File: config.mk
export PLATFORM = sky130hd
export DESIGN_NAME = turbo_governor
export DESIGN_NICKNAME = d
export VERILOG_FILES = /design/src/rtl/turbo_pkg.sv /design/src/rtl/active_core_count.sv /design/src/rtl/step_ceiling.sv /design/src/rtl/step_ramp.sv /design/src/rtl/turbo_governor.sv
export SDC_FILE = /design/constraint.sdc
export NUM_CORES = 1
export LEC_CHECK = 0
export BUFFER_PORTS_ARGS = -buffer_cell sky130_fd_sc_hd__buf_2
export CAP_MARGIN = 20
export CORE_MARGIN = 2
export CORE_UTILIZATION = 41
export CTS_BUF_LIST = sky130_fd_sc_hd__clkbuf_2
export DETAILED_ROUTE_END_ITERATION = 10
export PLACE_DENSITY = 0.66
export REMOVE_ABC_BUFFERS = 1
export SETUP_SLACK_MARGIN = 0.4
export SLEW_MARGIN = 20
export SYNTH_ARGS = -nofsm -noshare
export SYNTH_HDL_FRONTEND = slang
export SYNTH_HIERARCHICAL = 1
export SYNTH_SLANG_ARGS = --single-unit
File: constraint.sdc
create_clock -name clk_i -period 5.5 [get_ports clk_i]
set_input_delay 0.275 -clock clk_i [delete_from_list [all_inputs] [get_ports clk_i]]
set_output_delay 0.275 -clock clk_i [all_outputs]
set_load 0.01 [all_outputs]
File: src/rtl/turbo_pkg.sv
`timescale 1ns/1ps
package turbo_pkg;
  typedef enum logic [1:0] {
    RAMP_HOLD = 2'd0,
    RAMP_UP   = 2'd1,
    RAMP_DOWN = 2'd2
  } ramp_dir_e;

  localparam int unsigned DEF_NUM_CORES = 4;
  localparam int unsigned DEF_STEP_W    = 4;
  localparam int unsigned DEF_FREQ_W    = 13;
  localparam int unsigned DEF_BASE_MHZ  = 2500;
  localparam int unsigned DEF_STEP_MHZ  = 100;
endpackage

File: src/rtl/active_core_count.sv
`timescale 1ns/1ps
module active_core_count #(
  parameter int unsigned NUM_CORES = 4,
  localparam int unsigned CNT_W = $clog2(NUM_CORES + 1)
) (
  input  logic [NUM_CORES-1:0] mask_i,
  output logic [CNT_W-1:0]     count_o
);
  always_comb begin
    count_o = '0;
    for (int i = 0; i < NUM_CORES; i++) begin
      count_o = count_o + CNT_W'(mask_i[i]);
    end
  end
endmodule

File: src/rtl/step_ceiling.sv
`timescale 1ns/1ps
module step_ceiling #(
  parameter int unsigned NUM_CORES = 4,
  parameter int unsigned STEP_W    = 4,
  parameter logic [NUM_CORES:0][STEP_W-1:0] STEP_TABLE = '0,
  localparam int unsigned CNT_W = $clog2(NUM_CORES + 1)
) (
  input  logic [CNT_W-1:0]  count_i,
  input  logic              perf_req_i,
  output logic [STEP_W-1:0] ceil_o
);
  logic [NUM_CORES:0][STEP_W-1:0] hit;

  // one masked entry per possible count, OR-reduced below
  for (genvar k = 0; k <= NUM_CORES; k++) begin : g_entry
    if (k == 0) begin : g_idle
      assign hit[k] = '0;
    end else begin : g_live
      assign hit[k] = (count_i == CNT_W'(k)) ? STEP_TABLE[k] : '0;
    end
  end

  always_comb begin
    ceil_o = '0;
    for (int k = 0; k <= NUM_CORES; k++) begin
      ceil_o = ceil_o | hit[k];
    end
    if (!perf_req_i) ceil_o = '0;
  end
endmodule

File: src/rtl/step_ramp.sv
`timescale 1ns/1ps
module step_ramp
  import turbo_pkg::*;
#(
  parameter int unsigned STEP_W = 4
) (
  input  logic              clk_i,
  input  logic              rst_ni,
  input  logic              tick_i,
  input  logic [STEP_W-1:0] target_i,
  output logic [STEP_W-1:0] step_o
);
  logic [STEP_W-1:0] step_q;
  ramp_dir_e         dir;

  always_comb begin
    if (step_q < target_i)      dir = RAMP_UP;
    else if (step_q > target_i) dir = RAMP_DOWN;
    else                        dir = RAMP_HOLD;
  end

  always_ff @(posedge clk_i or negedge rst_ni) begin
    if (!rst_ni) begin
      step_q <= '0;
    end else if (tick_i) begin
      unique case (dir)
        RAMP_UP:   step_q <= step_q + STEP_W'(1);
        RAMP_DOWN: step_q <= step_q - STEP_W'(1);
        default:   step_q <= step_q;
      endcase
    end
  end

  assign step_o = step_q;
endmodule

File: src/rtl/turbo_governor.sv
`timescale 1ns/1ps
module turbo_governor
  import turbo_pkg::*;
#(
  parameter int unsigned NUM_CORES = DEF_NUM_CORES,
  parameter int unsigned STEP_W    = DEF_STEP_W,
  parameter int unsigned FREQ_W    = DEF_FREQ_W,
  parameter int unsigned BASE_MHZ  = DEF_BASE_MHZ,
  parameter int unsigned STEP_MHZ  = DEF_STEP_MHZ,
  // entry k = allowed steps with k active cores
  parameter logic [NUM_CORES:0][STEP_W-1:0] STEP_TABLE =
    {4'd7, 4'd7, 4'd9, 4'd10, 4'd0}
) (
  input  logic                 clk_i,
  input  logic                 rst_ni,
  input  logic [NUM_CORES-1:0] core_active_i,
  input  logic                 perf_req_i,
  input  logic                 step_tick_i,
  output logic [FREQ_W-1:0]    freq_mhz_o,
  output logic [STEP_W-1:0]    step_idx_o,
  output logic                 boost_o
);
  localparam int unsigned CNT_W = $clog2(NUM_CORES + 1);

  logic [CNT_W-1:0]  active_cnt;
  logic [STEP_W-1:0] ceil_steps;
  logic [STEP_W-1:0] step_cur;

  active_core_count #(.NUM_CORES(NUM_CORES)) u_count (
    .mask_i  (core_active_i),
    .count_o (active_cnt)
  );

  step_ceiling #(
    .NUM_CORES (NUM_CORES),
    .STEP_W    (STEP_W),
    .STEP_TABLE(STEP_TABLE)
  ) u_ceil (
    .count_i    (active_cnt),
    .perf_req_i (perf_req_i),
    .ceil_o     (ceil_steps)
  );

  step_ramp #(.STEP_W(STEP_W)) u_ramp (
    .clk_i    (clk_i),
    .rst_ni   (rst_ni),
    .tick_i   (step_tick_i),
    .target_i (ceil_steps),
    .step_o   (step_cur)
  );

  assign step_idx_o = step_cur;
  assign freq_mhz_o = FREQ_W'(BASE_MHZ) + FREQ_W'(step_cur) * FREQ_W'(STEP_MHZ);
  assign boost_o    = |step_cur;
endmodule

[Yosys cells after proc, flatten, opt, wreduce, memory -nomap -nowiden]
Cells that the tools add are included.
Operators by class
  add/sub/neg operators: 6
  multiply operators: 1
  div/mod/pow operators: 0
  $lt $le $gt $ge: 2
  eq/ne operators: 6
  shift operators: 0
  multiplexer cells: 8
  bitwise gates (word level): 3
  reductions and logical operators: 3
Operators by type and width (number)
  adder 12 x 11 -> 13 bit, first input constant: 1
  two-way mux 4 bit: 3
  bitwise OR 4 bit: 3
  multiplier 4 x 5 -> 9 bit, second input constant: 1
  case mux 4 bit (2 select lines): 1
  adder 3 x 1 -> 3 bit: 2
  == test 3 x 2 -> 1 bit, second input constant: 2
  two-way mux 3 bit: 2
  adder 4 x 1 -> 4 bit, second input constant: 1
  > comparator 4 bit: 1
  less-than comparator 4 bit: 1
  two-way mux 2 bit: 2
  OR reduction 4 bit: 1
  subtractor 4 x 1 -> 4 bit, second input constant: 1
  == test 3 x 1 -> 1 bit, second input constant: 1
  == test 3 bit, second input constant: 1
  adder 1 x 1 -> 2 bit: 1
  == test 2 x 1 -> 1 bit, second input constant: 1
  == test 2 bit, second input constant: 1
  AND reduction 2 bit: 1
  nonzero test 2 bit: 1
Storage, ports and cells
  flip-flop bits (word level): 4
  latch bits: 0
  memory bits (writable): 0
  ROM bits: 0
  bits of input ports: 8
  output and inout bits: 18
  logic and storage cells: 30
  memories: 0

[Logic depth before layout (Yosys ltp)]
  word-level depth: 15
  mapped depth: 19
  mapped depth without buffers: 19

[Hierarchy]
The synthesis kept the hierarchy.
By module, submodules not included
  turbo_governor: times used 1, cells each 49, area each 384.1 um^2, seq. area each 0.0 um^2
  step_ramp: times used 1, cells each 37, area each 356.6 um^2, seq. area each 100.1 um^2
  step_ceiling: times used 1, cells each 9, area each 72.6 um^2, seq. area each 0.0 um^2
  active_core_count: times used 1, cells each 8, area each 63.8 um^2, seq. area each 0.0 um^2

[Worst setup path before layout]
No wires, ideal clock.
  path kind: input to register
  start point: input port core_active_i[0]
  end point: register u_ramp.step_q[3], in the netlist u_ramp/step_o[3]
  library setup time: 0.132 ns
  data arrival time: 3.326 ns
  required time: 5.368 ns
  slack: 2.042 ns
  stages: 19
  buffers on the path: 0
  cell sequence: inv_1 -> fa_1 -> inv_1 -> ha_1 -> ha_1 -> nor3b_2 -> o21a_1 -> inv_1 -> ha_1 -> a21oi_1 -> o21ai_0 -> nand2_1 -> inv_1 -> ha_1 -> a21oi_1 -> nand2_1 -> o2111ai_1 -> o31ai_2 -> xor2_1
Between the ends
  cells in the longest elaborated chain, start to end: 15
  elaborated cells on any way between the ends: 24
  those cells by class: 3 x add/sub; 2 x order compare; 6 x eq/ne; 8 x mux; 3 x bitwise; 2 x reduce/logical
Ends and longest elaborated chain
  start, declared: RTL line turbo_governor.sv:16  | input logic [NUM_CORES-1:0] core_active_i,
  adder 1 x 1 -> 2 bit (*): RTL line active_core_count.sv:12  | count_o = count_o + CNT_W'(mask_i[i]);
  adder 3 x 1 -> 3 bit (*) (2 in series): RTL line active_core_count.sv:12
  named net active_cnt[1]: RTL line turbo_governor.sv:25  | logic [CNT_W-1:0] active_cnt;
  == test 3 x 1 -> 1 bit: RTL line step_ceiling.sv:19  | assign hit[k] = (count_i == CNT_W'(k)) ? STEP_TABLE[k] : '0;
  two-way mux 4 bit: RTL line step_ceiling.sv:19
  bitwise OR 4 bit (2 in series): RTL line step_ceiling.sv:26  | ceil_o = ceil_o | hit[k];
  bitwise OR 4 bit (*): RTL line step_ceiling.sv:26
  two-way mux 4 bit (*): RTL line step_ceiling.sv:28  | if (!perf_req_i) ceil_o = '0;
  named net ceil_steps[1]: RTL line turbo_governor.sv:26  | logic [STEP_W-1:0] ceil_steps;
  > comparator 4 bit: RTL line step_ramp.sv:18  | else if (step_q > target_i) dir = RAMP_DOWN;
  two-way mux 2 bit: RTL line step_ramp.sv:18
  two-way mux 2 bit (*): RTL line step_ramp.sv:17  | if (step_q < target_i) dir = RAMP_UP;
  == test 2 x 1 -> 1 bit or == test 2 bit (tied branches): RTL line step_ramp.sv:26  | unique case (dir)
  nonzero test 2 bit (no line)
  AND reduction 2 bit (no line)
  end signal, assigned: RTL line step_ramp.sv:27  | RAMP_UP: step_q <= step_q + STEP_W'(1);
  end signal, assigned: RTL line step_ramp.sv:28  | RAMP_DOWN: step_q <= step_q - STEP_W'(1);
  end signal, assigned: RTL line step_ramp.sv:29  | default: step_q <= step_q;
  end, declared: RTL line step_ramp.sv:13  | logic [STEP_W-1:0] step_q;
Mark *: on every way through the listed nets, which the timed path passes. The rest lies on a longest branch.
A chain may end at the register's enable or synchronous reset.

[Worst setup path in the final report]
Same ends and word-level chain as after synthesis.

==> results.json <==
{
  "core_um2": 1980,
  "hold_path_class": "in2async",
  "gp_congestion": 0.748,
  "critPathLaunchType": "input pin",
  "worstSetupPathType": "in2reg",
  "antenna_found_initial": 0,
  "grt_max_degree": 10,
  "cts_made_buffers": 3,
  "reg2reg_depth": 11,
  "clkLatencyLatePin_ns": 0.20,
  "async_flop_share": 1.00,
  "slew_violations": 0,
  "num_vias": 758,
  "crit_fanout": 4,
  "grt_use_total": 0.144,
  "synth_cells": 103,
  "synth_seq_area_share": 0.114,
  "start_util": 0.443,
  "largest_register_ffs": 4,
  "grt_pass1_vias": 689,
  "worst-r2r-setup-slack_ns": 3.08,
  "viasPerCell": 4.86,
  "ys_seq_elements": 4,
  "synth_flop_cell": "dfrtp_1",
  "drive_gt1_frac": 0.256,
  "drc": 0,
  "synth_cell_types": 29,
  "hold_viol_final": 0,
  "cts.sink_count": 4,
  "rows": 16,
  "cp-startpoint": "core_active_i[0]",
  "worst_ep_arrival_time_ns": 3.69,
  "grt_pass1_wl_um": 2840,
  "crit_path_end_kind": "flip-flop",
  "clockRootBuffer": "clkbuf_2",
  "io_buffers": 23,
  "crit_required_ns": 5.58,
  "syn_to_final_growth_pct": 18.5,
  "finalClockSkew_ns": 0.00421,
  "ios": 26,
  "final_common_cell": "buf_2",
  "fillers": 205,
  "clockBufferDepth": 2,
  "die_h_um": 50.3,
  "drt-total-wl_um": 1550,
  "hpwl_um": 1360,
  "first_pass_iters": 4,
  "finalCritPeriodShare": 0.657,
  "status": "complete, no violations",
  "n_antenna_cell": 0,
  "maxCapViolCount": 0,
  "r2r_start": "u_ramp/step_o[3]",
  "clk_pin_slew_ns": 0.04,
  "tns_ns": 0,
  "mostFrequentLayoutCells": "buf_2, inv_1, ha_1",
  "syn-cell-area_um2": 877,
  "yosysWarnings": 6,
  "finalCriticalPeriod_ns": 3.62,
  "htree_levels": 1,
  "fmax_mhz": 277,
  "ctsResizeCount": 0,
  "synth.avg_cell_area_um2": 8.52,
  "drtIter0Drc": 7,
  "rsz0062_at_grt": "no",
  "die_x_um": 50.3,
  "antenna_left": 0,
  "regArea_um2": 100,
  "synth_edf_count": 0,
  "tritoncts": "yes",
  "wl_per_cell_um": 9.92,
  "setup_violations": 0,
  "die_area_um2": 2530,
  "rr_endpoint": "u_ramp/step_o[3]",
  "multi_input_area_um2": 687,
  "fin_nets": 161,
  "overflow": 0
}
[logic make-up (layout without fill, tap and decap cells)]
kind of cell               Yosys count  after routing  share of synthesized area
AOI/OAI and AO/OA                   17             17                      0.147
xor gates and xnor gates            12             12                      0.120
DFF                                  4              4                      0.114
buffers and inverters               23             48                      0.107
and+or+nand+nor                     22             22                      0.140
other                                1              2                    0.00428
adders and majority gates           22             22                      0.340
muxes                                2              2                     0.0285
[final cells by class]
type / count / area share
clock buffer: 3 / 0.0144
sequential: 4 / 0.0963
multi-input combinational: 77 / 0.661
timing repair buffer: 24 / 0.120
inverter: 21 / 0.0758
tap: 27 / 0.0325
[through the flow]
stage	hold slack, ns	instances	utilization	area [um^2]	setup slack, ns
3_3_place_gp	0.0797	152	0.512	1010	1.78
5_1_grt	0.413	156	0.525	1040	1.56
6_report	0.398	156	0.525	1040	1.88
2_1_floorplan	-0.0206	102	-	866	2.04
3_5_place_dp	0.0809	152	0.512	1010	1.69
4_1_cts	0.392	156	0.525	1040	1.90
[how the worst max path moves through the flow]
stage	endpoint	cells past startpoint
global placement	u_ramp/step_o[3]	20
floorplan	u_ramp/step_o[3]	19
CTS	u_ramp/step_o[3]	20
global route	u_ramp/step_o[3]	20
detailed placement	u_ramp/step_o[3]	20
finish	u_ramp/step_o[3]	20
[worst max-delay path, cell delays in order]
cell,delay [ns]
buf_2,0.07
inv_1,0.04
fa_1,0.53
inv_1,0.05
ha_1,0.17
ha_1,0.33
nor3b_2,0.24
o21a_1,0.17
inv_1,0.04
ha_1,0.30
a21oi_1,0.25
o21ai_0,0.11
nand2_1,0.11
inv_1,0.07
ha_1,0.32
a21oi_1,0.13
nand2_1,0.10
o2111ai_1,0.12
o31ai_2,0.11
xor2_1,0.15
[cells in the mapped netlist, drive strengths merged, types with 2 or more instances]
| library cell | number | area (um^2) |
|---|---|---|
| inv | 21 | 78.8 |
| ha | 19 | 238 |
| nand2 | 8 | 30.0 |
| xnor2 | 7 | 61.3 |
| nand3 | 5 | 25.0 |
| xor2 | 5 | 43.8 |
| a21oi | 4 | 20.0 |
| dfrtp | 4 | 100 |
| o21a | 4 | 30.0 |
| fa | 3 | 60.1 |
| a31oi | 2 | 12.5 |
| buf | 2 | 15.0 |
| nand4 | 2 | 12.5 |
| nor2b | 2 | 12.5 |
| nor3b | 2 | 20.0 |
| o21ai | 2 | 13.8 |
[what timing repair did]
| action | 4_1_cts | 5_1_grt |
|---|---|---|
| setup buffers | 0 | 0 |
| hold endpoints to repair | 4 | 0 |
| hold buffers | 1 | 0 |
[layer usage]
layer / GRT usage / routed length (um) / part of all wire / vias up
li1: - / - / - / 395
met1: 0.176 / 688 / 0.44 / 346
met2: 0.252 / 787 / 0.51 / 17
met3: 0.0208 / 72 / 0.047 / 0
met4: 0.0556 / 0 / 0 / 0
met5: 0 / 0 / 0 / -
Power is left out: the tool's default activity adds up to more than one toggle a clock period on the data nets, which glitch-free logic cannot reach.
